==> src/rtl/usb_epbank_pkg.sv <==
package usb_epbank_pkg;
  localparam int NEP_DEF   = 7;
  localparam int EP0_DEF   = 8;
  localparam int EPN_DEF   = 64;
  localparam int DW_DEF    = 8;
  localparam int EW_DEF    = 3;
  localparam int AW        = 3;

  localparam logic [AW-1:0] OFS_SEL  = 3'd0;
  localparam logic [AW-1:0] OFS_DATA = 3'd1;
  localparam logic [AW-1:0] OFS_CNTL = 3'd2;
  localparam logic [AW-1:0] OFS_CNTH = 3'd3;
  localparam logic [AW-1:0] OFS_STAT = 3'd4;
  localparam logic [AW-1:0] OFS_CTRL = 3'd5;
endpackage

==> src/rtl/usb_epbank_rstsync.sv <==
module usb_epbank_rstsync (
  input  logic clk,
  input  logic rst_n,
  output logic rst_sync_n
);
  logic [1:0] sync_q;

  always_ff @(posedge clk or negedge rst_n) begin
    if (!rst_n) sync_q <= 2'b00;
    else        sync_q <= {sync_q[0], 1'b1};
  end

  assign rst_sync_n = sync_q[1];
endmodule

==> src/rtl/usb_ep_rxfill.sv <==
module usb_ep_rxfill #(
  parameter int NEP       = 7,
  parameter int EP0_DEPTH = 8,
  parameter int EPN_DEPTH = 64,
  parameter int CW        = 7,
  parameter int EW        = 3
) (
  input  logic           clk,
  input  logic           rst_n,
  input  logic           rx_wr,
  input  logic [EW-1:0]  rx_ep,
  input  logic           rx_good,
  input  logic           rx_bad,
  output logic [NEP-1:0] wr_en,
  output logic [CW-1:0]  wr_idx,
  output logic [NEP-1:0] commit,
  output logic [CW-1:0]  commit_len
);
  localparam logic [CW-1:0] LIM0 = CW'(EP0_DEPTH);
  localparam logic [CW-1:0] LIMN = CW'(EPN_DEPTH);

  logic [CW-1:0] fill_q, fill_d;
  logic [CW-1:0] limit;
  logic          ep_ok;
  logic          fill_en;

  assign ep_ok   = int'(rx_ep) < NEP;
  assign limit   = (rx_ep == '0) ? LIM0 : LIMN;
  assign fill_en = rx_wr | rx_good | rx_bad;

  always_comb begin
    fill_d = fill_q;
    wr_en  = '0;
    commit = '0;
    if (rx_bad) begin
      fill_d = '0;
    end else if (rx_good) begin
      fill_d = '0;
      if (ep_ok) commit[rx_ep] = 1'b1;
    end else if (rx_wr && ep_ok && (fill_q < limit)) begin
      wr_en[rx_ep] = 1'b1;
      fill_d       = fill_q + CW'(1);
    end
  end

  always_ff @(posedge clk or negedge rst_n) begin
    if (!rst_n)       fill_q <= '0;
    else if (fill_en) fill_q <= fill_d;
  end

  assign wr_idx     = fill_q;
  assign commit_len = fill_q;
endmodule

==> src/rtl/usb_ep_slot.sv <==
module usb_ep_slot #(
  parameter int DEPTH = 64,
  parameter int CW    = 7,
  parameter int DW    = 8
) (
  input  logic          clk,
  input  logic          rst_n,
  input  logic          cpu_rd,
  input  logic          cpu_wr,
  input  logic [DW-1:0] cpu_wdata,
  input  logic          dir_wr,
  input  logic          dir_val,
  input  logic          rx_wr,
  input  logic [CW-1:0] rx_idx,
  input  logic [DW-1:0] rx_data,
  input  logic          commit,
  input  logic [CW-1:0] commit_len,
  input  logic [CW-1:0] tx_idx,
  input  logic          tx_done,
  output logic [DW-1:0] cpu_rdata,
  output logic [DW-1:0] tx_data,
  output logic [CW-1:0] ptr,
  output logic [CW-1:0] cnt,
  output logic          ovf,
  output logic          dir
);
  localparam int            IW      = (DEPTH > 1) ? $clog2(DEPTH) : 1;
  localparam logic [CW-1:0] DEPTH_C = CW'(DEPTH);

  logic [DW-1:0] mem [DEPTH];
  logic [CW-1:0] ptr_q, ptr_d, cnt_q, cnt_d;
  logic          ovf_q, ovf_d, dir_q, dir_d;
  logic          rd_ok, wr_take, wr_over, st_en;

  assign rd_ok   = !dir_q && (ptr_q < cnt_q);
  assign wr_take = cpu_wr && dir_q && (ptr_q < DEPTH_C);
  assign wr_over = cpu_wr && dir_q && (ptr_q >= DEPTH_C);
  assign st_en   = commit | tx_done | cpu_rd | cpu_wr | dir_wr;

  // storage: receive side wins a same-cycle collision
  always_ff @(posedge clk) begin
    if (rx_wr)        mem[rx_idx[IW-1:0]] <= rx_data;
    else if (wr_take) mem[ptr_q[IW-1:0]]  <= cpu_wdata;
  end

  always_comb begin
    ptr_d = ptr_q;
    cnt_d = cnt_q;
    ovf_d = ovf_q;
    dir_d = dir_q;
    if (dir_wr) dir_d = dir_val;
    if (commit) begin
      cnt_d = commit_len;
      ptr_d = '0;
      ovf_d = 1'b0;
    end else if (tx_done) begin
      ptr_d = '0;
      ovf_d = 1'b0;
    end else begin
      if ((cpu_rd && rd_ok) || wr_take) ptr_d = ptr_q + CW'(1);
      if (wr_over) ovf_d = 1'b1;
    end
  end

  always_ff @(posedge clk or negedge rst_n) begin
    if (!rst_n) begin
      ptr_q <= '0;
      cnt_q <= '0;
      ovf_q <= 1'b0;
      dir_q <= 1'b0;
    end else if (st_en) begin
      ptr_q <= ptr_d;
      cnt_q <= cnt_d;
      ovf_q <= ovf_d;
      dir_q <= dir_d;
    end
  end

  assign cpu_rdata = rd_ok ? mem[ptr_q[IW-1:0]] : '0;
  assign tx_data   = (tx_idx < DEPTH_C) ? mem[tx_idx[IW-1:0]] : '0;
  assign ptr       = ptr_q;
  assign cnt       = cnt_q;
  assign ovf       = ovf_q;
  assign dir       = dir_q;
endmodule

==> src/rtl/usb_epbank.sv <==
module usb_epbank
  import usb_epbank_pkg::*;
#(
  parameter int NEP       = NEP_DEF,
  parameter int EP0_DEPTH = EP0_DEF,
  parameter int EPN_DEPTH = EPN_DEF,
  parameter int DW        = DW_DEF,
  parameter int EW        = EW_DEF,
  parameter int CW        = $clog2(EPN_DEPTH + 1)
) (
  input  logic          clk,
  input  logic          rst_n,
  input  logic          bus_wr,
  input  logic          bus_rd,
  input  logic [AW-1:0] bus_addr,
  input  logic [DW-1:0] bus_wdata,
  output logic [DW-1:0] bus_rdata,
  input  logic          rx_wr,
  input  logic [EW-1:0] rx_ep,
  input  logic [DW-1:0] rx_data,
  input  logic          rx_good,
  input  logic          rx_bad,
  input  logic [EW-1:0] tx_ep,
  input  logic          tx_rd,
  input  logic          tx_done,
  output logic [DW-1:0] tx_data,
  output logic [CW-1:0] tx_len
);
  localparam logic [CW-1:0] TXMAX = CW'(EPN_DEPTH);

  logic                    rst_sync_n;
  logic [EW-1:0]           sel_q, sel_d, sel_ix, tx_ix;
  logic                    sel_en, sel_ok, tx_ok;
  logic [CW-1:0]           tx_idx_q, tx_idx_d;
  logic                    tx_en;
  logic                    data_rd, data_wr, ctrl_wr;
  logic [NEP-1:0]          rx_wr_en, rx_commit;
  logic [CW-1:0]           rx_idx, rx_len;
  logic [NEP-1:0][CW-1:0]  ep_ptr, ep_cnt;
  logic [NEP-1:0]          ep_ovf, ep_dir;
  logic [NEP-1:0][DW-1:0]  ep_rdata, ep_txd;

  usb_epbank_rstsync u_rst (
    .clk        (clk),
    .rst_n      (rst_n),
    .rst_sync_n (rst_sync_n)
  );

  // register decode
  assign data_rd = bus_rd && (bus_addr == OFS_DATA) && sel_ok;
  assign data_wr = bus_wr && (bus_addr == OFS_DATA) && sel_ok;
  assign ctrl_wr = bus_wr && (bus_addr == OFS_CTRL) && sel_ok;
  assign sel_en  = bus_wr && (bus_addr == OFS_SEL);
  assign sel_d   = bus_wdata[EW-1:0];
  assign sel_ok  = int'(sel_q) < NEP;
  assign sel_ix  = sel_ok ? sel_q : '0;

  always_ff @(posedge clk or negedge rst_sync_n) begin
    if (!rst_sync_n)  sel_q <= '0;
    else if (sel_en)  sel_q <= sel_d;
  end

  usb_ep_rxfill #(
    .NEP(NEP), .EP0_DEPTH(EP0_DEPTH), .EPN_DEPTH(EPN_DEPTH), .CW(CW), .EW(EW)
  ) u_fill (
    .clk        (clk),
    .rst_n      (rst_sync_n),
    .rx_wr      (rx_wr),
    .rx_ep      (rx_ep),
    .rx_good    (rx_good),
    .rx_bad     (rx_bad),
    .wr_en      (rx_wr_en),
    .wr_idx     (rx_idx),
    .commit     (rx_commit),
    .commit_len (rx_len)
  );

  for (genvar i = 0; i < NEP; i++) begin : g_ep
    localparam int DEPTH = (i == 0) ? EP0_DEPTH : EPN_DEPTH;
    logic hit;
    assign hit = (sel_q == EW'(i));

    usb_ep_slot #(.DEPTH(DEPTH), .CW(CW), .DW(DW)) u_slot (
      .clk        (clk),
      .rst_n      (rst_sync_n),
      .cpu_rd     (data_rd && hit),
      .cpu_wr     (data_wr && hit),
      .cpu_wdata  (bus_wdata),
      .dir_wr     (ctrl_wr && hit),
      .dir_val    (bus_wdata[0]),
      .rx_wr      (rx_wr_en[i]),
      .rx_idx     (rx_idx),
      .rx_data    (rx_data),
      .commit     (rx_commit[i]),
      .commit_len (rx_len),
      .tx_idx     (tx_idx_q),
      .tx_done    (tx_done && (tx_ep == EW'(i))),
      .cpu_rdata  (ep_rdata[i]),
      .tx_data    (ep_txd[i]),
      .ptr        (ep_ptr[i]),
      .cnt        (ep_cnt[i]),
      .ovf        (ep_ovf[i]),
      .dir        (ep_dir[i])
    );
  end

  // transmit index
  assign tx_en = tx_done | tx_rd;
  always_comb begin
    tx_idx_d = tx_idx_q;
    if (tx_done)                   tx_idx_d = '0;
    else if (tx_idx_q < TXMAX)     tx_idx_d = tx_idx_q + CW'(1);
  end

  always_ff @(posedge clk or negedge rst_sync_n) begin
    if (!rst_sync_n) tx_idx_q <= '0;
    else if (tx_en)  tx_idx_q <= tx_idx_d;
  end

  assign tx_ok   = int'(tx_ep) < NEP;
  assign tx_ix   = tx_ok ? tx_ep : '0;
  assign tx_data = tx_ok ? ep_txd[tx_ix] : '0;
  assign tx_len  = tx_ok ? ep_ptr[tx_ix] : '0;

  // read mux
  always_comb begin
    bus_rdata = '0;
    case (bus_addr)
      OFS_SEL:  bus_rdata = DW'(sel_q);
      OFS_DATA: bus_rdata = sel_ok ? ep_rdata[sel_ix] : '0;
      OFS_CNTL: bus_rdata = sel_ok ? DW'(ep_cnt[sel_ix]) : '0;
      OFS_CNTH: bus_rdata = sel_ok ? DW'(ep_cnt[sel_ix] >> DW) : '0;
      OFS_STAT: bus_rdata = sel_ok ? DW'(ep_ovf[sel_ix]) : '0;
      OFS_CTRL: bus_rdata = sel_ok ? DW'(ep_dir[sel_ix]) : '0;
      default:  bus_rdata = '0;
    endcase
  end
endmodule

==> config.mk <==
export PLATFORM = sky130hd
export DESIGN_NAME = usb_epbank
export DESIGN_NICKNAME = d
export VERILOG_FILES = /design/src/rtl/usb_epbank_pkg.sv /design/src/rtl/usb_epbank_rstsync.sv /design/src/rtl/usb_ep_rxfill.sv /design/src/rtl/usb_ep_slot.sv /design/src/rtl/usb_epbank.sv
export SDC_FILE = /design/constraint.sdc
export NUM_CORES = 2
export LEC_CHECK = 0
export BUFFER_PORTS_ARGS = -buffer_cell sky130_fd_sc_hd__buf_2
export CORE_UTILIZATION = 55
export DETAILED_ROUTE_END_ITERATION = 10
export PLACE_DENSITY = 0.75
export SLEW_MARGIN = 25
export SYNTH_ARGS = -nofsm -noshare
export SYNTH_HDL_FRONTEND = slang
export SYNTH_HIERARCHICAL = 1
export SYNTH_SLANG_ARGS = --single-unit
==> constraint.sdc <==
create_clock -name clk -period 4.5 [get_ports clk]
set_input_delay 1.35 -clock clk [delete_from_list [all_inputs] [get_ports clk]]
set_output_delay 1.35 -clock clk [all_outputs]
set_load 0.005 [all_outputs]
Word-level counts from Yosys, hierarchy flattened
Memory sizes are Yosys's and may differ from the RTL's.
Cells that the tools add are included.
{"block": "totals", "wordCells": 417, "memories": 7, "output_inout_bits": 23, "input_bits": 34, "latch_bits": 0, "register_bits": 131, "rom_bits": 0, "mem_bits_rw": 3136}
{"name": "g_ep[1].u_slot.mem", "depth": 64, "width": 8, "read_ports": 2, "rd_ports_with_merged_regs": 0, "wr": 1, "line_no": "usb_ep_slot.sv:30", "source": "logic [DW-1:0] mem [DEPTH];"}
{"name": "g_ep[2].u_slot.mem", "depth": 64, "width": 8, "read_ports": 2, "rd_ports_with_merged_regs": 0, "wr": 1, "line_no": "usb_ep_slot.sv:30"}
{"name": "g_ep[3].u_slot.mem", "depth": 64, "width": 8, "read_ports": 2, "rd_ports_with_merged_regs": 0, "wr": 1, "line_no": "usb_ep_slot.sv:30"}
{"name": "g_ep[4].u_slot.mem", "depth": 64, "width": 8, "read_ports": 2, "rd_ports_with_merged_regs": 0, "wr": 1, "line_no": "usb_ep_slot.sv:30"}
{"name": "g_ep[5].u_slot.mem", "depth": 64, "width": 8, "read_ports": 2, "rd_ports_with_merged_regs": 0, "wr": 1, "line_no": "usb_ep_slot.sv:30"}
{"name": "g_ep[6].u_slot.mem", "depth": 64, "width": 8, "read_ports": 2, "rd_ports_with_merged_regs": 0, "wr": 1, "line_no": "usb_ep_slot.sv:30"}
{"name": "+1 memories"}
{"block": "op_classes", "mux": 147, "addsub": 9, "n_bitwise": 31, "n_mul": 0, "n_reduce_logical": 144, "order_cmp": 31, "n_shift": 0, "eq_ne": 16, "n_div": 0}
{"cell": "$mux W7", "count": 37}
{"cell": "$mux W8", "count": 25}
{"cell": "$logic_and A1 B1 Y1", "count": 73}
{"cell": "$mux W1", "count": 68}
{"cell": "$add A7 B1 Y7 const B", "count": 9}
{"cell": "$reduce_and A2 Y1", "count": 30}
{"cell": "$lt A7 B7 Y1", "count": 8}
{"cell": "$reduce_or A8 Y1", "count": 7}
{"cell": "$lt A7 B7 Y1 const B", "count": 7}
{"cell": "$bmux W8 S3", "count": 2}
{"cell": "$reduce_bool A3 Y1", "count": 15}
{"cell": "$bmux W7 S3", "count": 2}
{"cell": "$ge A7 B7 Y1 const B", "count": 6}
{"cell": "$pmux W8 S5", "count": 1}
{"cell": "$mux W6", "count": 6}
{"cell": "$or A1 B1 Y1", "count": 31}
{"cell": "$eq A3 B3 Y1 const B", "count": 8}
{"cell": "$eq A3 B2 Y1 const B", "count": 5}
{"cell": "$lt A7 B4 Y1 const B", "count": 2}
{"cell": "$logic_not A3 Y1", "count": 4}
{"cell": "$lt A3 B4 Y1 const B", "count": 3}
{"cell": "$eq A3 B1 Y1 const B", "count": 3}
{"cell": "$lt A3 B3 Y1 const B", "count": 3}
{"cell": "$mux W3", "count": 3}
{"cell": "7 further kinds", "count": 20}

Depth between registers and ports, before layout
{"block": "logic_depth", "ltp_word": 12, "mapped_depth": 15}

By module
Netlist, hierarchy kept.
{"mod": "usb_ep_slot (g_ep[1].u_slot ...)", "area_each_um2": 25181.7, "cells_each": 1348, "instances": 5}
{"mod": "usb_ep_slot (g_ep[2].u_slot)", "area_each_um2": 25100.3, "cells_each": 1383, "instances": 1}
{"mod": "usb_ep_slot (g_ep[0].u_slot)", "area_each_um2": 4141.5, "cells_each": 269, "instances": 1}
{"mod": "usb_epbank", "area_each_um2": 2876.5, "cells_each": 367, "instances": 1}
{"mod": "usb_ep_rxfill", "area_each_um2": 605.6, "cells_each": 76, "instances": 1}
{"mod": "usb_epbank_rstsync", "area_each_um2": 53.8, "cells_each": 3, "instances": 1}

Worst setup path after synthesis
OpenSTA, ideal clock, no wires.
{"block": "synth_timing", "kind": "input to register", "start": "in rx_ep[0]", "end": "mem g_ep[1].u_slot.mem[0][0] (data pin)", "path_stages": 9, "setup_slack_ns": -0.421, "path_buffers": 2, "required_ns": 4.144, "arrival_ns": 4.565, "path_cell_list": "or3_4 -> o41ai_1 -> nand3_1 -> nor3_1 -> or2_2 -> clkbuf_1 -> buf_1 -> nand2_1 -> nand2_1"}
{"block": "synth_via", "elab_chain_cells": 11}
{"item": "start: declaration", "line_no": "usb_epbank.sv:19", "source": "input logic [EW-1:0] rx_ep,"}
{"item": "$logic_not A3 Y1, or another cell as far along", "line_no": "usb_ep_rxfill.sv:28", "source": "assign limit = (rx_ep == '0) ? LIM0 : LIMN;"}
{"item": "$mux W7 or $logic_and A1 B1 Y1 (tied branches)", "line_no": "usb_ep_rxfill.sv:28, usb_ep_rxfill.sv:41"}
{"item": "$lt A7 B7 Y1 or $mux W1 (tied branches)", "line_no": "usb_ep_rxfill.sv:40, usb_ep_rxfill.sv:41"}
{"item": "$logic_and A1 B1 Y1 or $demux W1 S3 (tied branches)"}
{"item": "$mux W7 *", "line_no": "usb_ep_rxfill.sv:40", "source": "end else if (rx_wr && ep_ok && (fill_q < limit)) begin"}
{"item": "$mux W7 *", "line_no": "usb_ep_rxfill.sv:37", "source": "end else if (rx_good) begin"}
{"item": "$mux W7 *", "line_no": "usb_ep_rxfill.sv:35", "source": "if (rx_bad) begin"}
{"item": "net rx_wr_en[1]", "line_no": "usb_epbank.sv:37", "source": "logic [NEP-1:0] rx_wr_en, rx_commit;"}
{"item": "$mux W1 *", "line_no": "usb_ep_slot.sv:42", "source": "if (rx_wr) mem[rx_idx[IW-1:0]] <= rx_data;"}
{"item": "$mux W1 (implied by the code) *", "line_no": "usb_ep_slot.sv:43", "source": "else if (wr_take) mem[ptr_q[IW-1:0]] <= cpu_wdata;"}
{"item": "$reduce_or A8 Y1 (no line) *"}
{"item": "$mux W8 (no line) *"}
{"item": "end: declaration", "line_no": "usb_ep_slot.sv:30"}
The timed path passes the listed nets; every way through them passes the cells marked *.

==> metrics.yaml <==
die_y_um: 539.1
worst_ep_required_time_ns: 3.15
worstPathMaxFanout: 18
switching_share_pct: 24.68
skew_ns: 0.03705
p_sw_mw: 18.24
crit_path_end_kind: "output pin"
final_max_slew_viol_count: 0
grt_pass1_wl_um: 740200
worstSetupStartpointType: "flip-flop"
num_vias: 104712
cts_buffer_depth: 4
clock_latency_ns: 0.97
grt_usage_pct: 35.47
placedCellCount: 13856
p_leak_nw: 63.20
final_cells: 14661
grt_max_degree: 92
rsz0062_at_grt: "yes"
min_path_type: "in -> async"
dp_worst_setup_slack_ns: -1.349
gp_congestion: 1.010
violations: "negative setup slack"
gr-total-overflow: 0
h-tree-depth: 5
core_area_sq_um: 285900
utilization_pct: 67.45
rr_endpoint: "g_ep[4].u_slot/mem[50][4]$_DFFE_PP_"
initial_core_util_pct: 55.49
crit_chain: "buf_16, buf_12, buf_16, buf_4, mux4_2, a22oi_1, a21oi_1, nor2_1, o221ai_2, buf_6, mux4_2, nor2_2, a21oi_1, buf_4, buf_2"
num_io_pins: 57
drt-initial-drc-count: 16603
max_cap_violations: 0
max_stage_delay_ns: 0.56
die_w_um: 539.1
drc: 0
fill_cells: 17999
clock.fmax_ghz: 0.1648
finalWorstSetupSlack_ns: -1.570
viasPerCell: 7.142
crit_path_start: "tx_idx_q[0]$_DFFE_PN0P_"
portBuffers: 56
numCtsBuffers: 344
drive_gt1_share_pct: 42.92
dieArea_sq_um: 290700
p_int_mw: 55.65
peakVddDrop_mv: 0.3757
syn_avg_cell_area_sq_um: 17.96
hold_slack_ns: 0.1771
wl_per_cell_um: 35.57
dp_hpwl_um: 355100
pwr-share-clk_pct: 39.4
cts_root_buf: "clkbuf_16"
max-slew-margin-rel_pct: 24.89
cts.clk_slew.worst_paths_ns: 0.06
synth_nets: 8924
hold_buffers: 0
timing.final.crit_period_ns: 6.070
area_growth_pct: 21.55
tritoncts: "done"
p_per_area_nw_per_um2: 383.1
row_count: 196
synth_warnings: 6
reg2reg_slack_ns: 0.35
syn_inst: 8837
clock-sinks: 3267
reg2reg_depth: 12
finalSetupViolations: 16
worst_slew_pin_slew_ns: 1.127
path_buf_inv: 7
nets: 10682
cp.arrival_ns: 4.72
ant_nets: 0
syn-cell-area_sq_um: 158700
combPwrFrac_pct: 15.1
grt_pass1_vias: 103781
status: "complete, but fails checks"
drtPass1Iterations: 6
worstSetupPathType: "reg -> out"
crit_slowest_cell: "mux4_2"
hold_viol_final: 0
crit-reg2reg-launch: "sel_q[1]$_DFFE_PN0P_"
antenna_found_initial: 42
critical_path.top_delay_family: "buffers and inverters"
p_seq_share_pct: 45.4
postRouteWirelength_um: 521500
finalCritPeriodShare_pct: 134.9
[final cells by class]
cell class / instances / area, sq um / area share, %
Sequential cell: 3267 / 97540 / 50.57
Antenna cell: 20 / 50.05 / 0.02595
Tap cell: 3762 / 4707 / 2.440
Inverter: 78 / 292.8 / 0.1518
Clock inverter: 219 / 2424 / 1.257
Timing Repair Buffer: 2059 / 19770 / 10.25
Multi-Input combinational cell: 4845 / 59100 / 30.64
Clock buffer: 411 / 8995 / 4.664
[stage by stage]
step	power, mW	area, sq um	TNS (ns)
after floorplan	39.97	158900	-482.16
after global placement	43.88	177600	-484.89
after detailed placement	44.01	177600	-641.43
after CTS	73.36	191200	-23.39
after global routing	75.43	192900	-23.70
final	73.89	192900	-23.17
[state kept, by name, summed over array words and instances, names as in the netlist]
name,flops
g_ep.u_slot/ovf,7
u_fill/commit_len,7
g_ep.u_slot/ptr,49
sel_q,3
u_rst/sync_q,2
g_ep.u_slot/dir,7
tx_idx_q,7
g_ep.u_slot/cnt,49
g_ep.u_slot/mem,3136
[layout by cell type (no fill, tap or decap), drive strengths merged, types with 18 or more instances in the layout]
cell type  instances
mux4            1689
nand3             97
nand2b            46
a31oi             31
diode             20
bufinv            42
clkinvlp          19
a22oi             96
clkinv           143
nand3b            36
a2111oi           19
clkbuf           426
a32oi             20
or3               45
edfxtp          3136
o221ai            74
a21oi            147
o22ai             54
a221oi            60
nor2b             43
and2              53
a211oi           111
nand4             26
nor2             676
or2               18
o21ai            176
nand2            524
mux2              69
o211ai            49
o21a              31
nor3              41
dfrtp            131
mux2i            350
ha                53
o211a             32
inv               93
o31ai             27
buf             2039
[what timing repair did]
| action | in CTS | in global routing |
|---|---|---|
| buffers inserted | 82 | 59 |
| resized for setup | 235 | 202 |
| cloned | 16 | 15 |
| setup endpoints to repair | 16 | 19 |
| pin swaps | 47 | 71 |
[worst max-delay path by stage]
| stage | to | slack, ns | cells after the start |
|---|---|---|---|
| after floorplan | g_ep[2].u_slot/mem[0][1]$_DFFE_PP_ | -0.26 | 9 |
| after global placement | tx_data[7] | -1.33 | 15 |
| after detailed placement | tx_data[7] | -1.35 | 15 |
| after CTS | tx_data[2] | -1.61 | 11 |
| after global routing | tx_data[3] | -1.62 | 15 |
| final | tx_data[3] | -1.57 | 15 |
[layer usage]
layer  routed length, um  global-route usage (%)
met5                 197                       0
met4               33090                   18.76
met2              239400                   53.77
met3               70770                   9.255
met1              178100                   47.60
[power groups by stage]
stage	logic, mW	clock network, mW	registers [mW]
final	11.2	29.1	33.6
after global routing	11.5	30.3	33.6
after CTS	10.6	29.2	33.6
after detailed placement	9.80	0	34.2
after global placement	9.67	0	34.2
after floorplan	5.81	0	34.2
Note: power is estimated with default switching activity, not from simulation.
